## config.mk

```make
export PLATFORM = sky130hd
export DESIGN_NAME = fdl_rx_capture
export DESIGN_NICKNAME = d
export VERILOG_FILES = /design/src/rtl/fdl_pkg.sv /design/src/rtl/fdl_destuff.sv /design/src/rtl/fdl_shift.sv /design/src/rtl/fdl_status.sv /design/src/rtl/fdl_rx_capture.sv
export SDC_FILE = /design/constraint.sdc
export NUM_CORES = 1
export LEC_CHECK = 0
export ABC_AREA = 1
export BUFFER_PORTS_ARGS = -buffer_cell sky130_fd_sc_hd__buf_4
export CORE_ASPECT_RATIO = 1.75
export CORE_MARGIN = 10
export CORE_UTILIZATION = 55
export CTS_CLUSTER_DIAMETER = 60
export DETAILED_ROUTE_END_ITERATION = 6
export HOLD_SLACK_MARGIN = 0.02
export PLACE_DENSITY = 0.84
export SYNTH_ARGS = -nofsm -noshare
export SYNTH_HDL_FRONTEND = slang
export SYNTH_SLANG_ARGS = --single-unit
```

## constraint.sdc

```tcl
create_clock -name clk -period 2.55 [get_ports clk]
set_input_delay 0.6375 -clock clk [delete_from_list [all_inputs] [get_ports clk]]
set_output_delay 0.6375 -clock clk [all_outputs]
set_load 0.1 [all_outputs]
```

## src/rtl/fdl_pkg.sv

```systemverilog
package fdl_pkg;
  localparam int unsigned BYTE_W = 8;
  typedef logic [BYTE_W-1:0] fdl_byte_t;
endpackage

```

## src/rtl/fdl_destuff.sv

```systemverilog
module fdl_destuff #(
  parameter int unsigned RUN_LIMIT = 5
) (
  input  logic clk,
  input  logic rst_n,
  input  logic bit_vld,
  input  logic bit_in,
  input  logic destuff_en,
  output logic accept,
  output logic run_at_limit
);
  localparam int unsigned RUN_W = $clog2(RUN_LIMIT + 1);
  localparam logic [RUN_W-1:0] RUN_MAX = RUN_W'(RUN_LIMIT);

  logic [RUN_W-1:0] run_q, run_d;

  assign run_at_limit = (run_q == RUN_MAX);

  always_comb begin
    run_d = run_q;
    if (bit_vld) begin
      if (!bit_in)           run_d = '0;
      else if (!run_at_limit) run_d = run_q + RUN_W'(1);
    end
  end

  always_ff @(posedge clk or negedge rst_n) begin
    if (!rst_n)       run_q <= '0;
    else if (bit_vld) run_q <= run_d;
  end

  assign accept = bit_vld & ~(destuff_en & ~bit_in & run_at_limit);
endmodule

```

## src/rtl/fdl_shift.sv

```systemverilog
module fdl_shift
  import fdl_pkg::*;
#(
  parameter bit LSB_FIRST = 1'b1
) (
  input  logic      clk,
  input  logic      rst_n,
  input  logic      acc_en,
  input  logic      acc_bit,
  output logic      byte_done,
  output fdl_byte_t byte_next,
  output logic [$clog2(BYTE_W)-1:0] fill
);
  localparam int unsigned CNT_W = $clog2(BYTE_W);
  localparam logic [CNT_W-1:0] CNT_LAST = CNT_W'(BYTE_W - 1);

  fdl_byte_t        sr_q, sr_d;
  logic [CNT_W-1:0] cnt_q, cnt_d;

  generate
    if (LSB_FIRST) begin : g_lsb
      assign byte_next = {acc_bit, sr_q[BYTE_W-1:1]};
    end else begin : g_msb
      assign byte_next = {sr_q[BYTE_W-2:0], acc_bit};
    end
  endgenerate

  assign byte_done = acc_en & (cnt_q == CNT_LAST);
  assign fill      = cnt_q;

  always_comb begin
    sr_d  = sr_q;
    cnt_d = cnt_q;
    if (acc_en) begin
      sr_d  = byte_done ? '0 : byte_next;
      cnt_d = byte_done ? '0 : cnt_q + CNT_W'(1);
    end
  end

  always_ff @(posedge clk or negedge rst_n) begin
    if (!rst_n) begin
      sr_q  <= '0;
      cnt_q <= '0;
    end else if (acc_en) begin
      sr_q  <= sr_d;
      cnt_q <= cnt_d;
    end
  end
endmodule

```

## src/rtl/fdl_status.sv

```systemverilog
module fdl_status
  import fdl_pkg::*;
(
  input  logic      clk,
  input  logic      rst_n,
  input  logic      byte_done,
  input  fdl_byte_t byte_in,
  input  fdl_byte_t pat_a,
  input  fdl_byte_t pat_b,
  input  logic      rd_stb,
  input  logic      irq_en_ready,
  input  logic      irq_en_hit,
  output fdl_byte_t hold_byte,
  output logic      st_ready,
  output logic      st_hit,
  output logic      st_ovr,
  output logic      irq_n
);
  fdl_byte_t hold_d;
  logic      ready_d, hit_d, ovr_d, pat_eq;

  assign pat_eq = (byte_in == pat_a) | (byte_in == pat_b);

  always_comb begin
    hold_d  = byte_done ? byte_in : hold_byte;
    ready_d = byte_done | (st_ready & ~rd_stb);
    hit_d   = (byte_done & pat_eq) | (st_hit & ~rd_stb);
    ovr_d   = ~rd_stb & (st_ovr | (byte_done & st_ready));
  end

  always_ff @(posedge clk or negedge rst_n) begin
    if (!rst_n) begin
      hold_byte <= '0;
      st_ready  <= 1'b0;
      st_hit    <= 1'b0;
      st_ovr    <= 1'b0;
    end else begin
      hold_byte <= hold_d;
      st_ready  <= ready_d;
      st_hit    <= hit_d;
      st_ovr    <= ovr_d;
    end
  end

  assign irq_n = ~((st_ready & irq_en_ready) | (st_hit & irq_en_hit));

  a_r3_ready_sticky: assert property (@(posedge clk) disable iff (!rst_n)
    st_ready && !rd_stb |=> st_ready);
  a_r6_read_clears: assert property (@(posedge clk) disable iff (!rst_n)
    rd_stb && !byte_done |=> !st_ready && !st_hit && !st_ovr);
  a_r5_ovr_needs_ready: assert property (@(posedge clk) disable iff (!rst_n)
    $rose(st_ovr) |-> $past(st_ready));
  a_r4_hit_needs_byte: assert property (@(posedge clk) disable iff (!rst_n)
    $rose(st_hit) |-> $past(byte_done));
endmodule

```

## src/rtl/fdl_rx_capture.sv

```systemverilog
module fdl_rx_capture
  import fdl_pkg::*;
#(
  parameter int unsigned RUN_LIMIT = 5,
  parameter bit          LSB_FIRST = 1'b1
) (
  input  logic        clk,
  input  logic        rst_n,
  input  logic        bit_vld,
  input  logic        bit_in,
  input  logic        destuff_en,
  input  logic [7:0]  pat_a,
  input  logic [7:0]  pat_b,
  input  logic        irq_en_ready,
  input  logic        irq_en_hit,
  input  logic        rd_stb,
  output logic [7:0]  rx_byte,
  output logic        st_ready,
  output logic        st_hit,
  output logic        st_ovr,
  output logic        irq_n
);
  logic accept, run_lim, byte_done;
  fdl_byte_t byte_next;
  logic [$clog2(BYTE_W)-1:0] fill;

  fdl_destuff #(.RUN_LIMIT(RUN_LIMIT)) u_destuff (
    .clk(clk), .rst_n(rst_n), .bit_vld(bit_vld), .bit_in(bit_in),
    .destuff_en(destuff_en), .accept(accept), .run_at_limit(run_lim)
  );

  fdl_shift #(.LSB_FIRST(LSB_FIRST)) u_shift (
    .clk(clk), .rst_n(rst_n), .acc_en(accept), .acc_bit(bit_in),
    .byte_done(byte_done), .byte_next(byte_next), .fill(fill)
  );

  fdl_status u_status (
    .clk(clk), .rst_n(rst_n), .byte_done(byte_done), .byte_in(byte_next),
    .pat_a(pat_a), .pat_b(pat_b), .rd_stb(rd_stb),
    .irq_en_ready(irq_en_ready), .irq_en_hit(irq_en_hit),
    .hold_byte(rx_byte), .st_ready(st_ready), .st_hit(st_hit),
    .st_ovr(st_ovr), .irq_n(irq_n)
  );

  a_r7_stuffed_zero_dropped: assert property (@(posedge clk) disable iff (!rst_n)
    bit_vld && destuff_en && !bit_in && run_lim |=> $stable(fill));
  a_r8_all_bits_counted: assert property (@(posedge clk) disable iff (!rst_n)
    bit_vld && !destuff_en && (fill != '1) |=> fill == $past(fill) + 1'b1);
  a_r10_idle_holds: assert property (@(posedge clk) disable iff (!rst_n)
    !bit_vld |=> $stable(fill) && $stable(rx_byte));
endmodule

```

==> results.cfg <==
[worst_setup_path]
cp-start-kind = input port
worstPathMaxFanout = 1
worst-setup-path-type = in -> out
worstPathRequired_ps = 1910
arrival_ps = 1280
crit_path_end_kind = output port

[synthesis]
synth_seq_area_share_pct = 46.7
synthesis.area_sq_mm = 0.00128
synth.distinct_cells = 23
yosysTopAreaCell = dfrtp_1
synth_fp_nets = 181
ys_seq_elements = 24
synth_top_area_share_pct = 46.7
synth_area_leaders = dfrtp_1 (47%), nand2_1 (16%), inv_1 (7.0%)
yosys_warnings = 0
synth.avg_cell_area_sq_um = 8.40
synthCells = 153

[layout]
multi_input_area_sq_um = 572
fin_area_sq_mm = 0.00162
regArea_sq_um = 601
post-route-util_pct = 71.1
drive_above_1_share_pct = 27.9
antenna_cells = 0
nFillCells = 170
area_growth_pct = 25.7
finish.net_count = 219

[job]
maxCapViolCount = 0

[placed_design]
dpl.hpwl_microns = 2380
gp_congestion = 0.736
port_buffers = 35
dpl_cell_area_sq_mm = 0.00156

[clock_tree]
cts-hold-fix-buffers = 0
clockBufferDepth = 2
clk_latency_ps = 270
cts.sinks = 24
cts-root-buf = clkbuf_8
cts_tree = done
cts_buffers = 3
clk_pin_slew_ps = 80
h-tree-depth = 1
cts_resized = 0
cts_setup_buffers = 0

[route]
dr.pass1.iters = 6
drt_wl_total_microns = 2860
vias_per_cell = 5.01
drt_iter0_drc = 16
wl_per_cell_microns = 13.3
drc_errors = 0
final_antenna_net_count = 0
num_vias = 1078

[status]
outcome = completed

[timing]
hold_ws_ps = 252
tightest_slew_ps = 346
rsz0062_at_grt = no
min_period_ps = 1920
setup_viol = 0
worst_clock_skew_ps = 2.82
fmax_mhz = 521
maxSlewViolCount = 0
slew_headroom_pct = 76.7
setup_tns_ps = 0
fin_crit_sh_pct = 75.2
hold_viol = 0

[die]
io_pins = 36
dieHeight_microns = 83.9
die_w_microns = 56.5
core_sq_mm = 0.00227
initial_core_util_pct = 56.5
num_rows = 23
dieArea_sq_mm = 0.00475

[grt]
grtUsageTotal_pct = 12.1
grt_pass1_wl_microns = 4860
grt-ovfl-total = 0
antenna_found_initial = 0
grt_max_degree = 25
first_global_vias = 1164

[hold_path]
hp-class = in -> async

[pwr]
powerDensity_mw_per_mm2 = 1050
peakVddDrop_uv = 796
cellLeakagePower_nw = 0.879
## per-stage QoR
step,instances,setup WS (ps),power [mW]
4_1_cts,215,630,1.71
6_report,215,632,1.69
3_5_place_dp,211,630,1.45
3_3_place_gp,211,631,1.42
2_1_floorplan,153,260,1.24
5_1_grt,215,592,1.79
## state kept, by name (all words and copies together) (netlist names)
register	flops
u_status.st_ready	1
u_status.hold_byte	8
u_destuff.run_q	3
u_status.st_hit	1
u_shift.fill	3
u_status.st_ovr	1
u_shift.sr_q	7
## logic make-up after synthesis
family | share of synthesized area (%)
mux | 0.779
compound gates | 12.9
xor+xnor | 6.13
fa+ha+maj | 3.89
buf+inv | 8.76
simple gates | 20.8
flops | 46.7
## layout by cell type, fill, tap and decap left out
cell / instances
a22o_1: 1
a21oi_1: 2
xnor2_1: 9
nand2_1: 54
inv_1: 24
o31ai_1: 2
o21ai_1: 1
o22ai_1: 7
clkbuf_8: 4
nor2_2: 1
o21ai_2: 8
nand3_1: 1
nand2_4: 1
ha_1: 4
inv_2: 1
mux2i_1: 1
o21a_1: 1
dfrtp_1: 24
nand2_2: 2
nor2_4: 1
nor2_1: 5
o21ai_0: 1
buf_4: 35
## final cells by class
type | count | share of cell area [%]
flip-flops and latches | 24 | 37.2
multi-input cells | 102 | 35.4
repair buffers | 35 | 16.3
inverters | 25 | 5.81
clock buffers | 4 | 3.41
well taps | 25 | 1.94
## cell usage after synthesis
| master | instances |
|---|---|
| nor2_1 | 5 |
| nor2_4 | 1 |
| nand2_2 | 2 |
| nand2_4 | 1 |
| inv_1 | 24 |
| mux2i_1 | 1 |
| a21oi_1 | 2 |
| xnor2_1 | 9 |
| ha_1 | 4 |
| nand2_1 | 54 |
| buf_6 | 1 |
| o22ai_1 | 7 |
| nor2_2 | 1 |
| a22o_1 | 1 |
| inv_2 | 1 |
| o21ai_2 | 8 |
| buf_4 | 1 |
| o21ai_0 | 1 |
| dfrtp_1 | 24 |
| o31ai_1 | 2 |
| nand3_1 | 1 |
| o21ai_1 | 1 |
| o21a_1 | 1 |
## per-layer routing
layer	GRT usage, %	part of all wire (%)	vias to the layer above	wire (microns)
met5	0	0	-	0
met4	5.05	1.6	0	46
met3	3.35	5.0	5	144
met2	23.1	56	27	1610
met1	11.3	37	498	1060
li1	-	-	548	-
## power breakdown
part | switching [mW] | total [mW] | internal, mW
Sequential | 0.0728 | 0.561 | 0.488
Clock | 0.117 | 0.255 | 0.138
Combinational | 0.649 | 0.875 | 0.225
## final timing paths
check,from,end,slack [ps],depth (start not counted)
min in group clk,u_shift.fill[0],u_shift.fill[0],490,1
min,rst_n,u_status.hold_byte[4],250,1
max reg2reg,u_destuff.run_q[0],u_status.st_ovr,950,7
max in group asynchronous,rst_n,u_shift.sr_q[7],2070,1
min reg2reg,u_shift.fill[0],u_shift.fill[0],490,1
max,irq_en_hit,irq_n,630,4
## worst max-delay path, stage by stage
cell and delay (ps):
buf_4 110, a22o_1 210, inv_1 50, buf_4 280
(Power assumes the default switching activity.)
